### src/rtl/extmem_pkg.sv
package extmem_pkg;

  localparam int WORD_W = 16;
  localparam int BYTE_W = 8;
  localparam int SIZE_W = 8;

  localparam logic [1:0] SEL_DATA = 2'd0;
  localparam logic [1:0] SEL_ADDR = 2'd1;
  localparam logic [1:0] SEL_CTRL = 2'd2;

  localparam int CTRL_FLASH_BIT = 0;
  localparam int CTRL_STOP_BIT  = 1;
  localparam int CTRL_SIZE_LSB  = 8;

  typedef enum logic [1:0] {
    ST_IDLE   = 2'd0,
    ST_ACCESS = 2'd1,
    ST_FINISH = 2'd2
  } xferState_t;

  typedef struct packed {
    logic loadAddr;
    logic loadCtrl;
    logic loadData;
    logic capture;
    logic cycleOn;
    logic readCycle;
    logic flashCycle;
    logic returnData;
  } dpStrobe_t;

endpackage

### src/rtl/extmem_ctrl.sv
module extmem_ctrl
  import extmem_pkg::*;
#(
  parameter int ACCESS_CYCLES = 4
) (
  input  logic       clk,
  input  logic       rstN,
  input  logic       hostReq,
  input  logic       hostWrite,
  input  logic [1:0] hostSel,
  input  logic       flashMode,
  input  logic       stopFlag,
  input  logic       sizeZero,
  output dpStrobe_t  strobe,
  output logic       hostReady,
  output logic       busy,
  output logic       memCsN,
  output logic       memOeN,
  output logic       memWeN
);

  localparam int CNT_W = (ACCESS_CYCLES > 1) ? $clog2(ACCESS_CYCLES) : 1;
  localparam logic [CNT_W-1:0] LAST_BEAT = CNT_W'(ACCESS_CYCLES - 1);

  xferState_t       state;
  logic [CNT_W-1:0] beatCnt;
  logic             cycRead;
  logic             cycFlash;

  logic dataHit, accessAllowed, launch, lastBeat, regWrite;

  assign dataHit       = hostReq && (hostSel == SEL_DATA);
  assign accessAllowed = stopFlag || sizeZero;
  assign launch        = (state == ST_IDLE) && dataHit && accessAllowed;
  assign lastBeat      = (state == ST_ACCESS) && (beatCnt == LAST_BEAT);
  assign regWrite      = (state == ST_IDLE) && hostReq && hostWrite;

  always_ff @(posedge clk or negedge rstN) begin
    if (!rstN) begin
      state    <= ST_IDLE;
      beatCnt  <= '0;
      cycRead  <= 1'b0;
      cycFlash <= 1'b0;
    end else begin
      unique case (state)
        ST_IDLE: begin
          if (launch) begin
            state    <= ST_ACCESS;
            beatCnt  <= '0;
            cycRead  <= !hostWrite;
            cycFlash <= flashMode;
          end
        end
        ST_ACCESS: begin
          if (lastBeat) begin
            state <= ST_FINISH;
          end else begin
            beatCnt <= beatCnt + 1'b1;
          end
        end
        ST_FINISH: begin
          state <= ST_IDLE;
        end
        default: state <= ST_IDLE;
      endcase
    end
  end

  always_comb begin
    strobe            = '0;
    strobe.loadAddr   = regWrite && (hostSel == SEL_ADDR);
    strobe.loadCtrl   = regWrite && (hostSel == SEL_CTRL);
    strobe.loadData   = launch && hostWrite;
    strobe.capture    = lastBeat && cycRead;
    strobe.cycleOn    = (state == ST_ACCESS);
    strobe.readCycle  = cycRead;
    strobe.flashCycle = cycFlash;
    strobe.returnData = (state == ST_FINISH);
  end

  assign hostReady = ((state == ST_IDLE) && !launch) || (state == ST_FINISH);
  assign busy      = (state != ST_IDLE);
  assign memCsN    = !(state == ST_ACCESS);
  assign memOeN    = !((state == ST_ACCESS) && cycRead);
  assign memWeN    = !((state == ST_ACCESS) && !cycRead);

  // host is stalled while the bus cycle runs
  a_r9_stall_in_access: assert property (@(posedge clk) disable iff (!rstN)
    !memCsN |-> !hostReady);

  // completion lasts a single cycle
  a_r9_finish_single: assert property (@(posedge clk) disable iff (!rstN)
    (busy && hostReady) |=> !busy);

  // strobes never overlap and only appear under chip select
  a_r8_strobe_exclusive: assert property (@(posedge clk) disable iff (!rstN)
    !(!memOeN && !memWeN));

  a_r8_strobe_under_cs: assert property (@(posedge clk) disable iff (!rstN)
    (!memOeN || !memWeN) |-> !memCsN);

  // the cycle type does not change while the strobe is active
  a_r8_kind_stable: assert property (@(posedge clk) disable iff (!rstN)
    (!memCsN && $past(!memCsN)) |-> $stable(memOeN) && $stable(memWeN));

  // a blocked data access starts nothing
  a_r7_blocked_idle: assert property (@(posedge clk) disable iff (!rstN)
    (!busy && dataHit && !accessAllowed) |=> (memCsN && !busy));

endmodule

### src/rtl/extmem_dpath.sv
module extmem_dpath
  import extmem_pkg::*;
#(
  parameter int ADDR_W = 16
) (
  input  logic              clk,
  input  logic              rstN,
  input  dpStrobe_t         strobe,
  input  logic [WORD_W-1:0] hostWdata,
  input  logic [1:0]        hostSel,
  input  logic [WORD_W-1:0] memDin,
  output logic [WORD_W-1:0] hostRdata,
  output logic              flashMode,
  output logic              stopFlag,
  output logic              sizeZero,
  output logic [ADDR_W-1:0] memAddr,
  output logic [WORD_W-1:0] memDout,
  output logic              memDoe
);

  logic [ADDR_W-1:0] addrReg;
  logic [SIZE_W-1:0] sizeReg;
  logic              flashReg;
  logic              stopReg;
  logic [WORD_W-1:0] dataReg;
  logic [WORD_W-1:0] ctrlWord;
  logic              writeCycle;

  always_ff @(posedge clk or negedge rstN) begin
    if (!rstN) begin
      addrReg  <= '0;
      sizeReg  <= '0;
      flashReg <= 1'b0;
      stopReg  <= 1'b0;
    end else begin
      if (strobe.loadAddr) begin
        addrReg <= hostWdata[ADDR_W-1:0];
      end
      if (strobe.loadCtrl) begin
        flashReg <= hostWdata[CTRL_FLASH_BIT];
        stopReg  <= hostWdata[CTRL_STOP_BIT];
        sizeReg  <= hostWdata[CTRL_SIZE_LSB +: SIZE_W];
      end
    end
  end

  // Data holding register: no reset, contents undefined until first use
  always_ff @(posedge clk) begin
    if (strobe.loadData) begin
      dataReg <= hostWdata;
    end else if (strobe.capture) begin
      if (strobe.flashCycle) begin
        dataReg[BYTE_W-1:0] <= memDin[BYTE_W-1:0];
      end else begin
        dataReg <= memDin;
      end
    end
  end

  always_comb begin
    ctrlWord = '0;
    ctrlWord[CTRL_FLASH_BIT] = flashReg;
    ctrlWord[CTRL_STOP_BIT]  = stopReg;
    ctrlWord[CTRL_SIZE_LSB +: SIZE_W] = sizeReg;
  end

  always_comb begin
    unique case (hostSel)
      SEL_ADDR: hostRdata = WORD_W'(addrReg);
      SEL_CTRL: hostRdata = ctrlWord;
      SEL_DATA: hostRdata = strobe.returnData ? dataReg : '0;
      default:  hostRdata = '0;
    endcase
  end

  assign writeCycle = strobe.cycleOn && !strobe.readCycle;
  assign flashMode  = flashReg;
  assign stopFlag   = stopReg;
  assign sizeZero   = (sizeReg == '0);
  assign memAddr    = addrReg;
  assign memDoe     = writeCycle;

  always_comb begin
    memDout = '0;
    if (writeCycle) begin
      if (strobe.flashCycle) begin
        memDout[BYTE_W-1:0] = dataReg[BYTE_W-1:0];
      end else begin
        memDout = dataReg;
      end
    end
  end

  // byte-wide writes leave the upper lane at zero
  a_r4_flash_upper_zero: assert property (@(posedge clk) disable iff (!rstN)
    (memDoe && strobe.flashCycle) |-> (memDout[WORD_W-1:BYTE_W] == '0));

  // address and write data hold still across the cycle
  a_r8_addr_stable: assert property (@(posedge clk) disable iff (!rstN)
    (strobe.cycleOn && $past(strobe.cycleOn)) |-> $stable(memAddr));

  a_r8_dout_stable: assert property (@(posedge clk) disable iff (!rstN)
    (memDoe && $past(memDoe)) |-> $stable(memDout));

endmodule

### src/rtl/extmem_bridge.sv
module extmem_bridge
  import extmem_pkg::*;
#(
  parameter int ADDR_W        = 16,
  parameter int ACCESS_CYCLES = 4
) (
  input  logic              clk,
  input  logic              rstN,
  input  logic              hostReq,
  input  logic              hostWrite,
  input  logic [1:0]        hostSel,
  input  logic [15:0]       hostWdata,
  output logic [15:0]       hostRdata,
  output logic              hostReady,
  output logic              busy,
  output logic              memCsN,
  output logic              memOeN,
  output logic              memWeN,
  output logic [ADDR_W-1:0] memAddr,
  output logic [15:0]       memDout,
  output logic              memDoe,
  input  logic [15:0]       memDin
);

  dpStrobe_t strobe;
  logic      flashMode;
  logic      stopFlag;
  logic      sizeZero;

  extmem_ctrl #(
    .ACCESS_CYCLES(ACCESS_CYCLES)
  ) uCtrl (
    .clk       (clk),
    .rstN      (rstN),
    .hostReq   (hostReq),
    .hostWrite (hostWrite),
    .hostSel   (hostSel),
    .flashMode (flashMode),
    .stopFlag  (stopFlag),
    .sizeZero  (sizeZero),
    .strobe    (strobe),
    .hostReady (hostReady),
    .busy      (busy),
    .memCsN    (memCsN),
    .memOeN    (memOeN),
    .memWeN    (memWeN)
  );

  extmem_dpath #(
    .ADDR_W(ADDR_W)
  ) uDpath (
    .clk       (clk),
    .rstN      (rstN),
    .strobe    (strobe),
    .hostWdata (hostWdata),
    .hostSel   (hostSel),
    .memDin    (memDin),
    .hostRdata (hostRdata),
    .flashMode (flashMode),
    .stopFlag  (stopFlag),
    .sizeZero  (sizeZero),
    .memAddr   (memAddr),
    .memDout   (memDout),
    .memDoe    (memDoe)
  );

  // no strobe while held in reset release idle
  a_r1_idle_quiet: assert property (@(posedge clk) disable iff (!rstN)
    !busy |-> (memCsN && memOeN && memWeN));

endmodule

### config.mk
export PLATFORM = sky130hd
export DESIGN_NAME = extmem_bridge
export DESIGN_NICKNAME = d
export VERILOG_FILES = /design/src/rtl/extmem_pkg.sv /design/src/rtl/extmem_ctrl.sv /design/src/rtl/extmem_dpath.sv /design/src/rtl/extmem_bridge.sv
export SDC_FILE = /design/constraint.sdc
export NUM_CORES = 1
export LEC_CHECK = 0
export ABC_AREA = 1
export BUFFER_PORTS_ARGS = -buffer_cell sky130_fd_sc_hd__buf_4
export CORE_MARGIN = 1
export CORE_UTILIZATION = 40
export CTS_BUF_LIST = sky130_fd_sc_hd__clkbuf_4
export DETAILED_ROUTE_END_ITERATION = 10
export HOLD_SLACK_MARGIN = 0.08
export PLACE_DENSITY = 0.67
export SLEW_MARGIN = 20
export SYNTH_ARGS = -nofsm -noshare
export SYNTH_HDL_FRONTEND = slang
export SYNTH_SLANG_ARGS = --single-unit
### constraint.sdc
create_clock -name clk -period 2.35 [get_ports clk]
set_clock_uncertainty 0.05 [all_clocks]
set_input_delay 0.1175 -clock clk [delete_from_list [all_inputs] [get_ports clk]]
set_output_delay 0.1175 -clock clk [all_outputs]
set_load 0.03 [all_outputs]
==> flow_summary.yaml <==
sta:
  tns_ns: 0
  report.final.setup_viol: 0
  finalMaxSlewViolations: 0
  grt_setup_unrepaired: "false"
  relative_slew_slack_pct: 60.9
  post-route-worst-setup-slack_ns: 0.234
  post-route-min-period_ns: 2.12
  max_freq_mhz: 473
  tightestPinTransition_ns: 0.585
  finalHoldViolations: 0
  fin_crit_sh_pct: 90.0
synth:
  synth.cell_area_sq_mm: 0.00243
  ys_seq_elements: 48
  syn-num-nets: 334
  yosysSeqAreaShare_pct: 52.8
  ys_warn_count: 0
  synth.distinct_cells: 22
  gate_count_of_the_mapped_netlist: 295
  post_synth.cell_area_avg_sq_um: 8.22
power:
  netSwitchingFraction_pct: 46.3
  power.clock.fraction_pct: 12.5
  totalPowerFinal_mw: 3.92
  power.switching_mw: 1.81
  worst_vdd_drop_mv: 0.679
  power.share.sequential_pct: 33.7
  power_per_cell_area_mw_per_mm2: 1090
  p_int_mw: 2.11
  p_comb_share_pct: 53.8
  total_leakage_power_nw: 1.75
critical_path:
  cp-start-kind: "flip-flop"
  critical_path_arrival_ns: 1.95
  worst-setup-path-type: "reg -> out"
  regToRegStartpoint: "uDpath.sizeReg[4]"
  worstSetupEndpoint: "memDout[0]"
  timing.reg2reg.setup_slack_ns: 0.62
  worst_r2r_endpoint: "uDpath.dataReg[3]"
  crit_fanout: 10
  worstSetupEndpointType: "primary output"
  timing.reg2reg.worst_path_depth: 5
  worst_ep_required_time_ns: 2.18
  setup.worst_path.start: "uCtrl.state[0]"
clocking:
  clock_sink_count: 48
  cts_made_buffers: 5
  htree_num_levels: 2
  ctsLongestPathBuffers: 2
  post_cts_resize_count: 0
  worst_setup_hold_path_clk_slew_ns: 0.14
  clk_latency_worst_skew_pair_ns: 0.37
  post-cts-setup-buffers: 0
  cts-root-buf: "sky130_fd_sc_hd__clkbuf_4"
  cts_tree: "built"
floorplan:
  fp.dieW_um: 79.9
  ioPinCount: 92
  rows: 28
  dieHeight_um: 79.9
  start_util_pct: 41.2
  floorplan.die_area_sq_mm: 0.00638
  core_area_sq_mm: 0.00589
routing:
  first_iter_violations: 267
  routed_wirelength_mm: 7.26
  routed_via_density: 5.03
  dr_wl_cell_um: 14.7
  drt-pass1-iter-count: 5
  antenna_violating_nets_post_route: 0
  drc: 0
  num_vias: 2480
grt:
  grt_max_degree: 33
  number_of_global_route_vias_before_repair: 2354
  grt_first_pass_wirelength_mm: 11.4
  grt.total_usage_pct: 24.1
  number_of_antenna_violations_at_the_first_check_in_global_routing: 0
  gr_overflow_total: 0
finish:
  area_delta_synth_final_pct: 47.7
  n_antenna_cell: 0
  final_nets: 457
  share_of_post_route_cells_with_drive_strength_above_1_pct: 26.3
placed_design:
  place.detailed.hpwl_mm: 5.20
  gpl.final_weighted_congestion: 0.861
  port-buffer-count: 91
  worst_setup_slack_after_placement_ns: 0.618
worst_hold_path:
  hold_path_class: "in -> reg"
job:
  max_cap_violations: 0
outcome:
  run_status: "finished, final reports clean"
==> cells in the mapped netlist <==
library cell | instances | area share [%]
sky130_fd_sc_hd__nand2_1 | 91 | 14
sky130_fd_sc_hd__inv_1 | 40 | 6.2
sky130_fd_sc_hd__dfrtp_1 | 32 | 33
sky130_fd_sc_hd__o21ai_0 | 29 | 6.0
sky130_fd_sc_hd__nor2_1 | 27 | 4.2
sky130_fd_sc_hd__nand4_1 | 17 | 4.4
sky130_fd_sc_hd__edfxtp_1 | 16 | 20
sky130_fd_sc_hd__o221ai_1 | 10 | 3.6
sky130_fd_sc_hd__buf_2 | 6 | 1.2
sky130_fd_sc_hd__o22ai_1 | 6 | 1.5
sky130_fd_sc_hd__clkbuf_1 | 5 | 0.77
sky130_fd_sc_hd__nand3_1 | 4 | 0.83
sky130_fd_sc_hd__inv_2 | 2 | 0.31
sky130_fd_sc_hd__nor2_4 | 2 | 0.93
sky130_fd_sc_hd__a21oi_1 | 1 | 0.21
sky130_fd_sc_hd__buf_1 | 1 | 0.15
sky130_fd_sc_hd__buf_6 | 1 | 0.46
sky130_fd_sc_hd__clkinv_1 | 1 | 0.15
sky130_fd_sc_hd__ha_1 | 1 | 0.52
sky130_fd_sc_hd__nand2_2 | 1 | 0.26
sky130_fd_sc_hd__nand3_4 | 1 | 0.72
sky130_fd_sc_hd__o21ai_4 | 1 | 0.67
==> metal layers <==
metal | track usage [%] | wire, um | up-vias
met3 | 5.94 | 438 | 21
met4 | 11.1 | 209 | 0
met2 | 36.8 | 3510 | 90
met5 | 0 | 0 | -
met1 | 32.2 | 3100 | 1156
li1 | - | - | 1213
==> how the worst min path moves through the flow <==
| stage | end | slack [ns] | cells past startpoint | start |
|---|---|---|---|---|
| after detailed placement | uDpath.memAddr[11] | 0.04 | 1 | rstN |
| final | uCtrl.cycRead | 0.12 | 2 | hostWrite |
| after CTS | uCtrl.cycRead | 0.09 | 2 | hostWrite |
| after floorplan | uCtrl.beatCnt[0] | -0.23 | 0 | rstN |
| after global routing | uCtrl.cycRead | 0.09 | 2 | hostWrite |
| after global placement | uDpath.memAddr[10] | 0.04 | 1 | rstN |
==> critical path: stages, from the launching register on <==
cell and delay (ns):
sky130_fd_sc_hd__dfrtp_1 0.40, sky130_fd_sc_hd__inv_1 0.06, sky130_fd_sc_hd__nor2_1 0.18, sky130_fd_sc_hd__inv_1 0.16, sky130_fd_sc_hd__nor2_4 0.26, sky130_fd_sc_hd__inv_2 0.14
sky130_fd_sc_hd__nor2_1 0.17, sky130_fd_sc_hd__buf_4 0.19
==> cells by family (layout without fill, tap and decap cells) <==
group	Yosys count	count (layout)	synth area share, %
compound gates	47	47	12.0
simple gates	143	143	25.4
buf+inv	56	179	9.28
fa+ha+maj	1	1	0.516
flops	48	48	52.8
==> per-stage QoR <==
| step | utilization, % | cells | hold slack (ns) | cell area, sq um |
|---|---|---|---|---|
| finish | 60.9 | 493 | 0.118 | 3580 |
| global route | 60.9 | 493 | 0.0921 | 3580 |
| CTS | 60.9 | 493 | 0.0945 | 3580 |
| detailed placement | 54.0 | 453 | 0.0439 | 3180 |
| global placement | 54.0 | 453 | 0.0433 | 3180 |
| floorplan | - | 295 | -0.228 | 2430 |
==> power groups by stage <==
stage	clock network, mW	logic (mW)	registers (mW)
floorplan	0	1.04	1.57
global placement	0	2.05	1.33
detailed placement	0	2.07	1.34
CTS	0.497	2.11	1.32
global route	0.536	2.26	1.35
finish	0.489	2.11	1.32
==> flip-flops by register name, indices dropped and copies added (netlist names) <==
name              cells
uCtrl.beatCnt         2
uDpath.flashMode      1
uCtrl.cycRead         1
uDpath.stopFlag       1
uDpath.memAddr       16
uCtrl.state           2
uCtrl.cycFlash        1
uDpath.dataReg       16
uDpath.sizeReg        8
==> area by class of cell <==
cell class	count	area, sq um
Fill cell	526	2300
Sequential cell	48	1280
Timing Repair Buffer	129	1050
Multi-Input combinational cell	191	920
Inverter	43	161
Tap cell	75	93.8
Clock buffer	6	45.0
Clock inverter	1	30.0
==> placed cells by master, fill, tap and decap left out <==
cell	instances
sky130_fd_sc_hd__nor2_1	27
sky130_fd_sc_hd__clkinv_1	1
sky130_fd_sc_hd__a21oi_1	1
sky130_fd_sc_hd__o21ai_4	1
sky130_fd_sc_hd__clkbuf_4	6
sky130_fd_sc_hd__inv_1	40
sky130_fd_sc_hd__dlygate4sd3_1	33
sky130_fd_sc_hd__o22ai_1	6
sky130_fd_sc_hd__nand2_2	1
sky130_fd_sc_hd__nand4_1	17
sky130_fd_sc_hd__nand2_1	91
sky130_fd_sc_hd__inv_2	2
sky130_fd_sc_hd__nand3_4	1
sky130_fd_sc_hd__o221ai_1	10
sky130_fd_sc_hd__dfrtp_1	32
sky130_fd_sc_hd__buf_4	96
sky130_fd_sc_hd__nor2_4	2
sky130_fd_sc_hd__o21ai_0	29
sky130_fd_sc_hd__bufinv_16	1
sky130_fd_sc_hd__ha_1	1
sky130_fd_sc_hd__nand3_1	4
sky130_fd_sc_hd__edfxtp_1	16
==> timing repair <==
action | in CTS | in global routing
hold endpoints to repair | 74 | 0
hold buffers | 33 | 0
endpoints found under the setup margin | 0 | 0
No activity file was read; power rests on OpenSTA's default activity.
